--- src/rtl/cmdring_pkg.sv ---
package cmdring_pkg;
  localparam int unsigned ADDR_W = 5;
  localparam logic [ADDR_W-1:0] A_STATUS = 5'h00;
  localparam logic [ADDR_W-1:0] A_CTRL   = 5'h01;
  localparam logic [ADDR_W-1:0] A_CLEAR  = 5'h02;
  localparam logic [ADDR_W-1:0] A_PAIR0  = 5'h03;
  localparam logic [ADDR_W-1:0] A_CPV    = 5'h17;
  localparam logic [15:0] CPV_VALUE = 16'd4;

  localparam int unsigned NPAIR   = 8;
  localparam int unsigned NMASKED = 6;
  localparam int unsigned IX_BASE = 0;
  localparam int unsigned IX_END  = 1;
  localparam int unsigned IX_WPTR = 2;
  localparam int unsigned IX_RPTR = 3;
  localparam int unsigned IX_CNT  = 4;
  localparam int unsigned IX_BP   = 5;
  localparam int unsigned IX_HIWM = 6;
  localparam int unsigned IX_LOWM = 7;
  localparam logic [ADDR_W-1:0] A_LAST_PAIR = A_PAIR0 + ADDR_W'(2*NPAIR - 1);
  localparam logic [ADDR_W-1:0] A_CNT_HI = A_PAIR0 + ADDR_W'(2*IX_CNT + 1);

  localparam int unsigned CTL_LINK = 0;
  localparam int unsigned CTL_W    = 4;
  localparam int unsigned ST_HI    = 0;
  localparam int unsigned ST_LO    = 1;
  localparam int unsigned ST_OV    = 2;
  localparam int unsigned ST_W     = 3;
endpackage

--- src/rtl/cmdring_step.sv ---
module cmdring_step #(
  parameter int unsigned AW   = 32,
  parameter int unsigned STEP = 32
) (
  input  logic [AW-1:0] ptr_i,
  input  logic [AW-1:0] base_i,
  input  logic [AW-1:0] end_i,
  output logic [AW-1:0] nxt_o
);
  // inclusive end: wrap only once the pointer sits on the end address
  assign nxt_o = (ptr_i == end_i) ? base_i : ptr_i + AW'(STEP);
endmodule

--- src/rtl/cmdring_dist.sv ---
module cmdring_dist #(
  parameter int unsigned AW    = 32,
  parameter int unsigned BURST = 32
) (
  input  logic [AW-1:0] wptr_i,
  input  logic [AW-1:0] rptr_i,
  input  logic [AW-1:0] base_i,
  input  logic [AW-1:0] end_i,
  input  logic [AW-1:0] cnt_i,
  input  logic [AW-1:0] hiwm_i,
  input  logic [AW-1:0] lowm_i,
  output logic [AW-1:0] rd_dist_o,
  output logic          hi_o,
  output logic          lo_o
);
  logic [AW-1:0] wrapped;
  assign wrapped   = (end_i - rptr_i) + (wptr_i - base_i) + AW'(BURST);
  assign rd_dist_o = (wptr_i >= rptr_i) ? (wptr_i - rptr_i) : wrapped;
  assign hi_o      = cnt_i >= hiwm_i;
  assign lo_o      = cnt_i < lowm_i;
endmodule

--- src/rtl/cmdring_ctrl.sv ---
module cmdring_ctrl
  import cmdring_pkg::*;
#(
  parameter int unsigned HW    = 16,
  parameter int unsigned BURST = 32
) (
  input  logic              clk_i,
  input  logic              rst_ni,
  input  logic [ADDR_W-1:0] bus_addr_i,
  input  logic              bus_wr_i,
  input  logic [HW-1:0]     bus_wdata_i,
  output logic [HW-1:0]     bus_rdata_o,
  input  logic              burst_i,
  input  logic              cons_valid_i,
  output logic              cons_ready_o,
  output logic              gath_rst_o,
  output logic              irq_o
);
  localparam int unsigned AW    = 2 * HW;
  localparam int unsigned ALIGN = $clog2(BURST);
  localparam logic [HW-1:0] LO_MASK = ~HW'((1 << ALIGN) - 1);

  logic [AW-1:0] regs_q  [NPAIR];
  logic [AW-1:0] upd_val [NPAIR];
  logic [NPAIR-1:0] upd_en, wr_lo, wr_hi;
  logic [CTL_W-1:0] ctrl_q;
  logic ovf_q;

  logic [AW-1:0] base_q, end_q, wptr_q, rptr_q, cnt_q;
  assign base_q = regs_q[IX_BASE];
  assign end_q  = regs_q[IX_END];
  assign wptr_q = regs_q[IX_WPTR];
  assign rptr_q = regs_q[IX_RPTR];
  assign cnt_q  = regs_q[IX_CNT];

  logic link;
  assign link = ctrl_q[CTL_LINK];

  logic acc_burst, acc_cons;
  assign cons_ready_o = cnt_q != '0;
  assign acc_burst    = burst_i & link;
  assign acc_cons     = cons_valid_i & cons_ready_o;

  logic [AW-1:0] wptr_nxt, rptr_nxt, rd_dist;
  logic hi_flag, lo_flag;

  cmdring_step #(.AW(AW), .STEP(BURST)) u_wstep (
    .ptr_i(wptr_q), .base_i(base_q), .end_i(end_q), .nxt_o(wptr_nxt));
  cmdring_step #(.AW(AW), .STEP(BURST)) u_rstep (
    .ptr_i(rptr_q), .base_i(base_q), .end_i(end_q), .nxt_o(rptr_nxt));

  cmdring_dist #(.AW(AW), .BURST(BURST)) u_dist (
    .wptr_i(wptr_q), .rptr_i(rptr_q), .base_i(base_q), .end_i(end_q),
    .cnt_i(cnt_q), .hiwm_i(regs_q[IX_HIWM]), .lowm_i(regs_q[IX_LOWM]),
    .rd_dist_o(rd_dist), .hi_o(hi_flag), .lo_o(lo_flag));

  // strobe-driven updates of the live registers
  always_comb begin
    for (int k = 0; k < int'(NPAIR); k++) begin
      upd_en[k]  = 1'b0;
      upd_val[k] = regs_q[k];
    end
    upd_en[IX_WPTR]  = acc_burst;
    upd_val[IX_WPTR] = wptr_nxt;
    upd_en[IX_RPTR]  = acc_cons;
    upd_val[IX_RPTR] = rptr_nxt;
    upd_en[IX_CNT]   = acc_burst | acc_cons;
    upd_val[IX_CNT]  = cnt_q + (acc_burst ? AW'(BURST) : '0)
                             - (acc_cons  ? AW'(BURST) : '0);
  end

  // register pairs: low half at even offset, high half at odd offset
  for (genvar i = 0; i < int'(NPAIR); i++) begin : g_pair
    localparam logic [ADDR_W-1:0] ALO = A_PAIR0 + ADDR_W'(2*i);
    localparam logic [HW-1:0] MASK = (i < int'(NMASKED)) ? LO_MASK : '1;
    assign wr_lo[i] = bus_wr_i && (bus_addr_i == ALO);
    assign wr_hi[i] = bus_wr_i && (bus_addr_i == ALO + ADDR_W'(1));
    always_ff @(posedge clk_i) begin
      if (!rst_ni)       regs_q[i] <= '0;
      else if (wr_lo[i]) regs_q[i] <= {regs_q[i][AW-1:HW], bus_wdata_i & MASK};
      else if (wr_hi[i]) regs_q[i] <= {bus_wdata_i, regs_q[i][HW-1:0]};
      else if (upd_en[i]) regs_q[i] <= upd_val[i];
    end
  end

  logic ovf_set, ovf_clr, cnt_zero_wr;
  assign ovf_set = acc_burst && (cnt_q == end_q - base_q);
  assign ovf_clr = bus_wr_i && (bus_addr_i == A_CLEAR) && bus_wdata_i[ST_OV];
  assign cnt_zero_wr = wr_hi[IX_CNT] && (bus_wdata_i == '0) && (cnt_q[HW-1:0] == '0);

  always_ff @(posedge clk_i) begin
    if (!rst_ni) begin
      ctrl_q     <= '0;
      ovf_q      <= 1'b0;
      gath_rst_o <= 1'b0;
    end else begin
      if (bus_wr_i && bus_addr_i == A_CTRL) ctrl_q <= bus_wdata_i[CTL_W-1:0];
      if (ovf_set)      ovf_q <= 1'b1;
      else if (ovf_clr) ovf_q <= 1'b0;
      gath_rst_o <= cnt_zero_wr;
    end
  end

  logic [ST_W-1:0] status;
  assign status = {ovf_q, lo_flag, hi_flag};
  assign irq_o  = |(status & ctrl_q[CTL_W-1:1]);

  // combinational read mux
  logic [ADDR_W-1:0] pair_off;
  logic [AW-1:0] pair_val;
  assign pair_off = bus_addr_i - A_PAIR0;
  always_comb begin
    pair_val = regs_q[pair_off[3:1]];
    if (pair_off[3:1] == 3'(IX_CNT)) pair_val = rd_dist;
    bus_rdata_o = '0;
    if (bus_addr_i == A_STATUS)      bus_rdata_o = HW'(status);
    else if (bus_addr_i == A_CTRL)   bus_rdata_o = HW'(ctrl_q);
    else if (bus_addr_i == A_CPV)    bus_rdata_o = HW'(CPV_VALUE);
    else if (bus_addr_i >= A_PAIR0 && bus_addr_i <= A_LAST_PAIR)
      bus_rdata_o = pair_off[0] ? pair_val[AW-1:HW] : pair_val[HW-1:0];
  end
endmodule

--- config.mk ---
export PLATFORM = sky130hd
export DESIGN_NAME = cmdring_ctrl
export DESIGN_NICKNAME = d
export VERILOG_FILES = /design/src/rtl/cmdring_pkg.sv /design/src/rtl/cmdring_step.sv /design/src/rtl/cmdring_dist.sv /design/src/rtl/cmdring_ctrl.sv
export SDC_FILE = /design/constraint.sdc
export NUM_CORES = 1
export LEC_CHECK = 0
export BUFFER_PORTS_ARGS = -buffer_cell sky130_fd_sc_hd__buf_2
export CORE_ASPECT_RATIO = 0.7
export CORE_MARGIN = 2
export CORE_UTILIZATION = 50
export DETAILED_ROUTE_END_ITERATION = 7
export PLACE_DENSITY = 0.64
export SETUP_SLACK_MARGIN = 0.1
export SLEW_MARGIN = 20
export SYNTH_ARGS = -nofsm -noshare
export SYNTH_HDL_FRONTEND = slang
export SYNTH_SLANG_ARGS = --single-unit
export TNS_END_PERCENT = 50
--- constraint.sdc ---
create_clock -name clk_i -period 6.3 [get_ports clk_i]
set_input_delay 0.945 -clock clk_i [delete_from_list [all_inputs] [get_ports clk_i]]
set_output_delay 0.945 -clock clk_i [all_outputs]
set_load 0.1 [all_outputs]
Yosys cells after proc, flatten, opt, wreduce, memory -nomap -nowiden
Memory sizes are Yosys's and may differ from the RTL's.
Cells that the tools add are included.
{"block": "op_classes", "reduce_logical": 31, "order_cmp": 5, "n_mul": 0, "mux": 106, "eq_ne": 25, "shifts": 0, "div": 0, "addsub": 11, "bitwise_logic": 25}
{"cell": "two-way mux 32 bit", "count": 21}
{"cell": "two-way mux 16 bit", "count": 9}
{"cell": "subtractor 32 bit", "count": 4}
{"cell": "adder 32 x 6 -> 32 bit (second input constant)", "count": 3}
{"cell": "== test 32 bit", "count": 3}
{"cell": "two-way mux 1 bit", "count": 74}
{"cell": ">= comparator 32 bit", "count": 2}
{"cell": "== test 5 x 4 -> 1 bit (second input constant)", "count": 8}
{"cell": "adder 32 bit", "count": 1}
{"cell": "adder 32 x 6 -> 32 bit", "count": 1}
{"cell": "logical NOT 16 bit", "count": 2}
{"cell": "less-than comparator 32 bit", "count": 1}
{"cell": "nonzero test 32 bit", "count": 1}
{"cell": "subtractor 32 x 6 -> 32 bit", "count": 1}
{"cell": "logical AND 1 bit", "count": 23}
{"cell": "bitwise OR 1 bit", "count": 22}
{"cell": "== test 5 x 3 -> 1 bit (second input constant)", "count": 4}
{"cell": "== test 5 bit (second input constant)", "count": 4}
{"cell": "two-way mux 6 bit", "count": 2}
{"cell": "== test 5 x 2 -> 1 bit (second input constant)", "count": 2}
{"cell": "== test 5 x 1 -> 1 bit (second input constant)", "count": 1}
{"cell": ">= comparator 5 x 2 -> 1 bit (second input constant)", "count": 1}
{"cell": "<= comparator 5 bit (second input constant)", "count": 1}
{"cell": "logical NOT 5 bit", "count": 1}
{"cell": "other kinds (8)", "count": 11}
{"block": "totals", "romBits": 0, "mem_bits_rw": 256, "mem_count": 1, "elab_cells": 207, "latchBits": 0, "input_bits": 26, "register_bits": 6}
{"name": "regs_q", "words": 8, "width": 32, "read_ports": 8, "rd_clocked_by_memory_dff": 0, "write_ports": 8, "line": "cmdring_ctrl.sv:23", "rtl": "logic [AW-1:0] regs_q [NPAIR];"}

Longest topological paths before layout
An unclocked memory read counts as a cell.
{"block": "logic_depth", "word_depth": 11, "depth_mapped": 19, "ltp_nobuf": 19}

Modules after synthesis
Synthesis repeated with hierarchy kept, for this count alone.
{"block": "unflattened", "hier_cells": 2636, "area_unflattened_um2": 25466.9}
{"module": "cmdring_ctrl", "cells_per_inst": 1410, "area_each_um2": 15836.4, "seq_area_each_um2": 7357.1, "n_inst": 1}
{"module": "cmdring_dist", "cells_per_inst": 906, "area_each_um2": 7075.5, "seq_area_each_um2": 0.0, "n_inst": 1}
{"module": "cmdring_step", "cells_per_inst": 160, "area_each_um2": 1277.5, "seq_area_each_um2": 0.0, "n_inst": 2}

Least setup slack after synthesis
No wires, ideal clock.
{"block": "synth_timing", "path_type": "register to output", "start": "mem regs_q[2][7]", "end": "out bus_rdata_o[12]", "n_path_buf": 1, "arrival_ns": 6.030, "required_ns": 5.355, "path_slack_ns": -0.675, "path_stages_with_launch": 18, "path_cell_list": "edfxtp_1 > clkbuf_1 > inv_1 > fa_1 > inv_1 > fa_1 > ha_1 > ha_1 > nand2_1 > o21ai_0 > a211oi_1 > or3_1 > a21oi_1 > a21oi_1 > o21bai_1 > xnor2_1 > o311a_1 > a211oi_1"}
{"item": "start, declared", "line": "cmdring_ctrl.sv:23"}
{"item": "end, declared", "line": "cmdring_ctrl.sv:12", "rtl": "output logic [HW-1:0] bus_rdata_o,"}

==> impl_metrics.csv <==
group,metric,value,unit
global_routing,grt_pass1_vias,20000,
sta,timing.fmax,163,MHz
layout,layoutNonFillerInstCount,3385,
floorplanning,start_util,50.8,%
layout,fillers,4272,
worst_setup_path,crit_fanout,3,
sta,tightest_slew,1.20,ns
layout,fin_nets,3056,
sta,hold_viol,0,
drt,remaining_drc_errors,0,
min_path,hold_depth,2,
sta,finalSetupViolCount,0,
sta,final_max_slew_viol_count,0,
worst_setup_path,cp_data_required_time,5.35,ns
cts,numClockSinks,237,
sta,layout_min_cycle_time,6.14,ns
layout,multiInputGateArea,15500,sq um
layout,post-route-util,56.1,%
cts,path_clk_slew,0.06,ns
sta,finalClockSkew,0.0209,ns
floorplanning,core,46700,sq um
min_path,hold_start,"ctrl_q[1]",
min_path,hold_class,"reg2reg",
drt,drt-pass1-iter-count,8,
worst_setup_path,reg2reg_slack,0.79,ns
worst_setup_path,critPathKind,"reg2out",
worst_setup_path,worst_path_most_repeated_cell,"ha_4",
yosys,ys.flop_type,"edfxtp_1",
layout,layout-drive-gt1-share,9.35,%
placement,dp_cells,3315,
placement,port-buffer-count,44,
floorplanning,rows,66,
sta,slew_headroom,19.4,%
global_routing,antenna_found_initial,5,
power,p_per_area,305,nW/um^2
cts,clk_latency,0.57,ns
drt,vias_per_cell,6.35,
worst_setup_path,crit_path_end_kind,"output port",
floorplanning,fp.dieW,264,um
floorplanning,ioPinCount,45,
drt,vias,21500,
layout,final_cell_mix,"274 x nand2_1, 262 x inv_1, 231 x edfxtp_1",
global_routing,grt_usage,36.5,%
drt,ant_nets,0,
worst_setup_path,startpoint_type,"flop",
min_path,hold_end,"ctrl_q[1]",
drt,routed_wl,90000,um
yosys,synth_cells,2714,
drt,drtIter0Drc,2499,
sta,rsz0062_at_grt,"yes",
layout,final_common_cell,"nand2_1",
drt,wl_per_cell,26.6,um
yosys,synth_fa_ha_area_share,16.5,%
outcome,status,"completed",
yosys,synth-xor-area-share,8.20,%
layout,seq_area,7060,sq um
cts,cts_max_path_buffers,3,
yosys,syn_area_per_cell,8.74,sq um
cts,htreeDepth,1,
yosys,ys_seq_elements,237,
yosys,netlist_area,23700,sq um
yosys,synth_top_family_by_area,"compound AO/OA/AOI/OAI gates",
cts,clockRootBuffer,"clkbuf_16",
power,power.total,7.98,mW
global_routing,grt-ovfl-total,0,
global_routing,grt_max_degree,55,
flow_run,drv_cap,0,
placement,dpl.hpwl,70800,um
worst_setup_path,rr_startpoint,"regs_q[4][2]",
worst_setup_path,crit_chain,"inv_2 -> fa_1 -> inv_2 -> fa_1 -> ha_4 -> ha_4 -> ha_4 -> a211o_1 -> a21oi_2 -> o211ai_1 -> a21o_1 -> a31oi_1 -> xnor2_1 -> mux2i_2 -> a2111oi_2 -> o21ai_2 -> o211ai_1 -> clkbuf_16",
yosys,synthSimpleGateAreaFrac,17.7,%
floorplanning,die_area,49200,sq um
sta,fin_crit_sh,97.4,%
worst_setup_path,critPathSlowestCell,"fa_1",
yosys,yosysSeqAreaShare,29.8,%
yosys,async_flop_share,0,%
cts,cts_buffers,26,
floorplanning,die-height,186,um
worst_setup_path,cpPeakStageDelay,0.55,ns
yosys,synth_cell_type_count,85,
layout,area_growth,10.3,%
worst_setup_path,worstPathArrival,5.19,ns
global_routing,grt_pass1_wl,133000,um
worst_setup_path,reg2reg_depth,20,
yosys,synth_warnings,0,
power,max-vdd-ir-drop,283,uV
yosys,synth_compound_area_share,18.2,%
cts,cts_tree,"yes",
yosys,synth_edf_count,231,
worst_setup_path,r2r_end,"regs_q[4][28]",
yosys,yosys-mux-area-fraction,3.46,%
placement,globalplace.congestion,1.05,
power,leakage,10.8,nW
## how the worst max path moves through the flow
stage / from / endpoint / slack (ns) / cells after the start
3_3_place_gp: regs_q[2][6] / bus_rdata_o[13] / 0.44 / 18
2_1_floorplan: regs_q[2][7] / bus_rdata_o[3] / -0.17 / 17
5_1_grt: regs_q[2][6] / bus_rdata_o[1] / -0.0003 / 18
3_5_place_dp: regs_q[2][12] / bus_rdata_o[13] / 0.42 / 17
4_1_cts: regs_q[0][6] / bus_rdata_o[1] / 0.03 / 17
6_report: regs_q[2][6] / bus_rdata_o[1] / 0.16 / 18
## metal layers
layer | vias up | track usage, % | wire length [um]
li1 | 9699 | - | -
met1 | 10500 | 53.9 | 40300
met2 | 1116 | 52.1 | 36300
met3 | 134 | 10.9 | 11100
met4 | 2 | 7.91 | 2230
met5 | - | 1.45 | 99
## critical path, delay by kind of cell (launching register included)
family / cells / cell delay [ns]
compound gates: 8 / 1.87
fa+ha+maj: 5 / 1.72
buf+inv: 3 / 0.36
flops: 1 / 0.37
mux: 1 / 0.13
xor+xnor: 1 / 0.17
## metrics by stage
| stage | setup TNS (ns) | setup WS [ns] | hold WS [ns] | cell area, sq um |
|---|---|---|---|---|
| 3_3_place_gp | 0 | 0.443 | 0.465 | 24900 |
| 5_1_grt | -0.000318 | -0.000318 | 0.508 | 26200 |
| 3_5_place_dp | 0 | 0.420 | 0.470 | 24900 |
| 6_report | 0 | 0.164 | 0.484 | 26200 |
| 2_1_floorplan | -0.309 | -0.171 | 0.450 | 23700 |
| 4_1_cts | 0 | 0.0255 | 0.480 | 25800 |
## where the power goes
part | leakage [nW] | total, mW | switching (mW) | internal (mW)
logic | 8.03 | 4.21 | 2.62 | 1.59
registers | 2.35 | 2.09 | 0.211 | 1.88
clock network | 0.437 | 1.68 | 0.700 | 0.980
## timing repair
item	CTS	global route
gates cloned	0	0
hold buffers	0	0
pin swaps	1	17
setup buffers	2	17
resized for setup	10	43
setup endpoints to repair	9	16
## kinds of logic after synthesis
kind of cell,Yosys count
buf+inv,385
compound gates,686
xor+xnor,222
simple gates,855
flops,237
fa+ha+maj,279
mux,48
other cells,2
## registers in the layout, summed over array words and instances, names as in the netlist
signal and flops:
regs_q 231, ovf_q 1, gath_rst_o 1, ctrl_q 4
## synthesized netlist by cell type (all sizes together), types with 51 or more instances
library cell | n | area, sq um
xor2 | 71 | 622
inv | 264 | 991
edfxtp | 231 | 6940
nand3 | 55 | 275
and2 | 147 | 920
ha | 222 | 2780
fa | 57 | 1140
nand2 | 275 | 1030
a21oi | 174 | 871
nor2 | 164 | 616
clkbuf | 107 | 403
o21ai | 223 | 1120
a21o | 51 | 383
xnor2 | 151 | 1320
## layout make-up
cell class              instances  area share, %
well taps                     612           2.93
clock inverters                19          0.828
diodes                          3         0.0287
multi-input cells            2096           59.2
inverters                     264           3.79
clock buffers                  28           2.60
repair buffers                126           3.69
flip-flops and latches        237           27.0
Note: power is estimated with default switching activity, not from simulation.
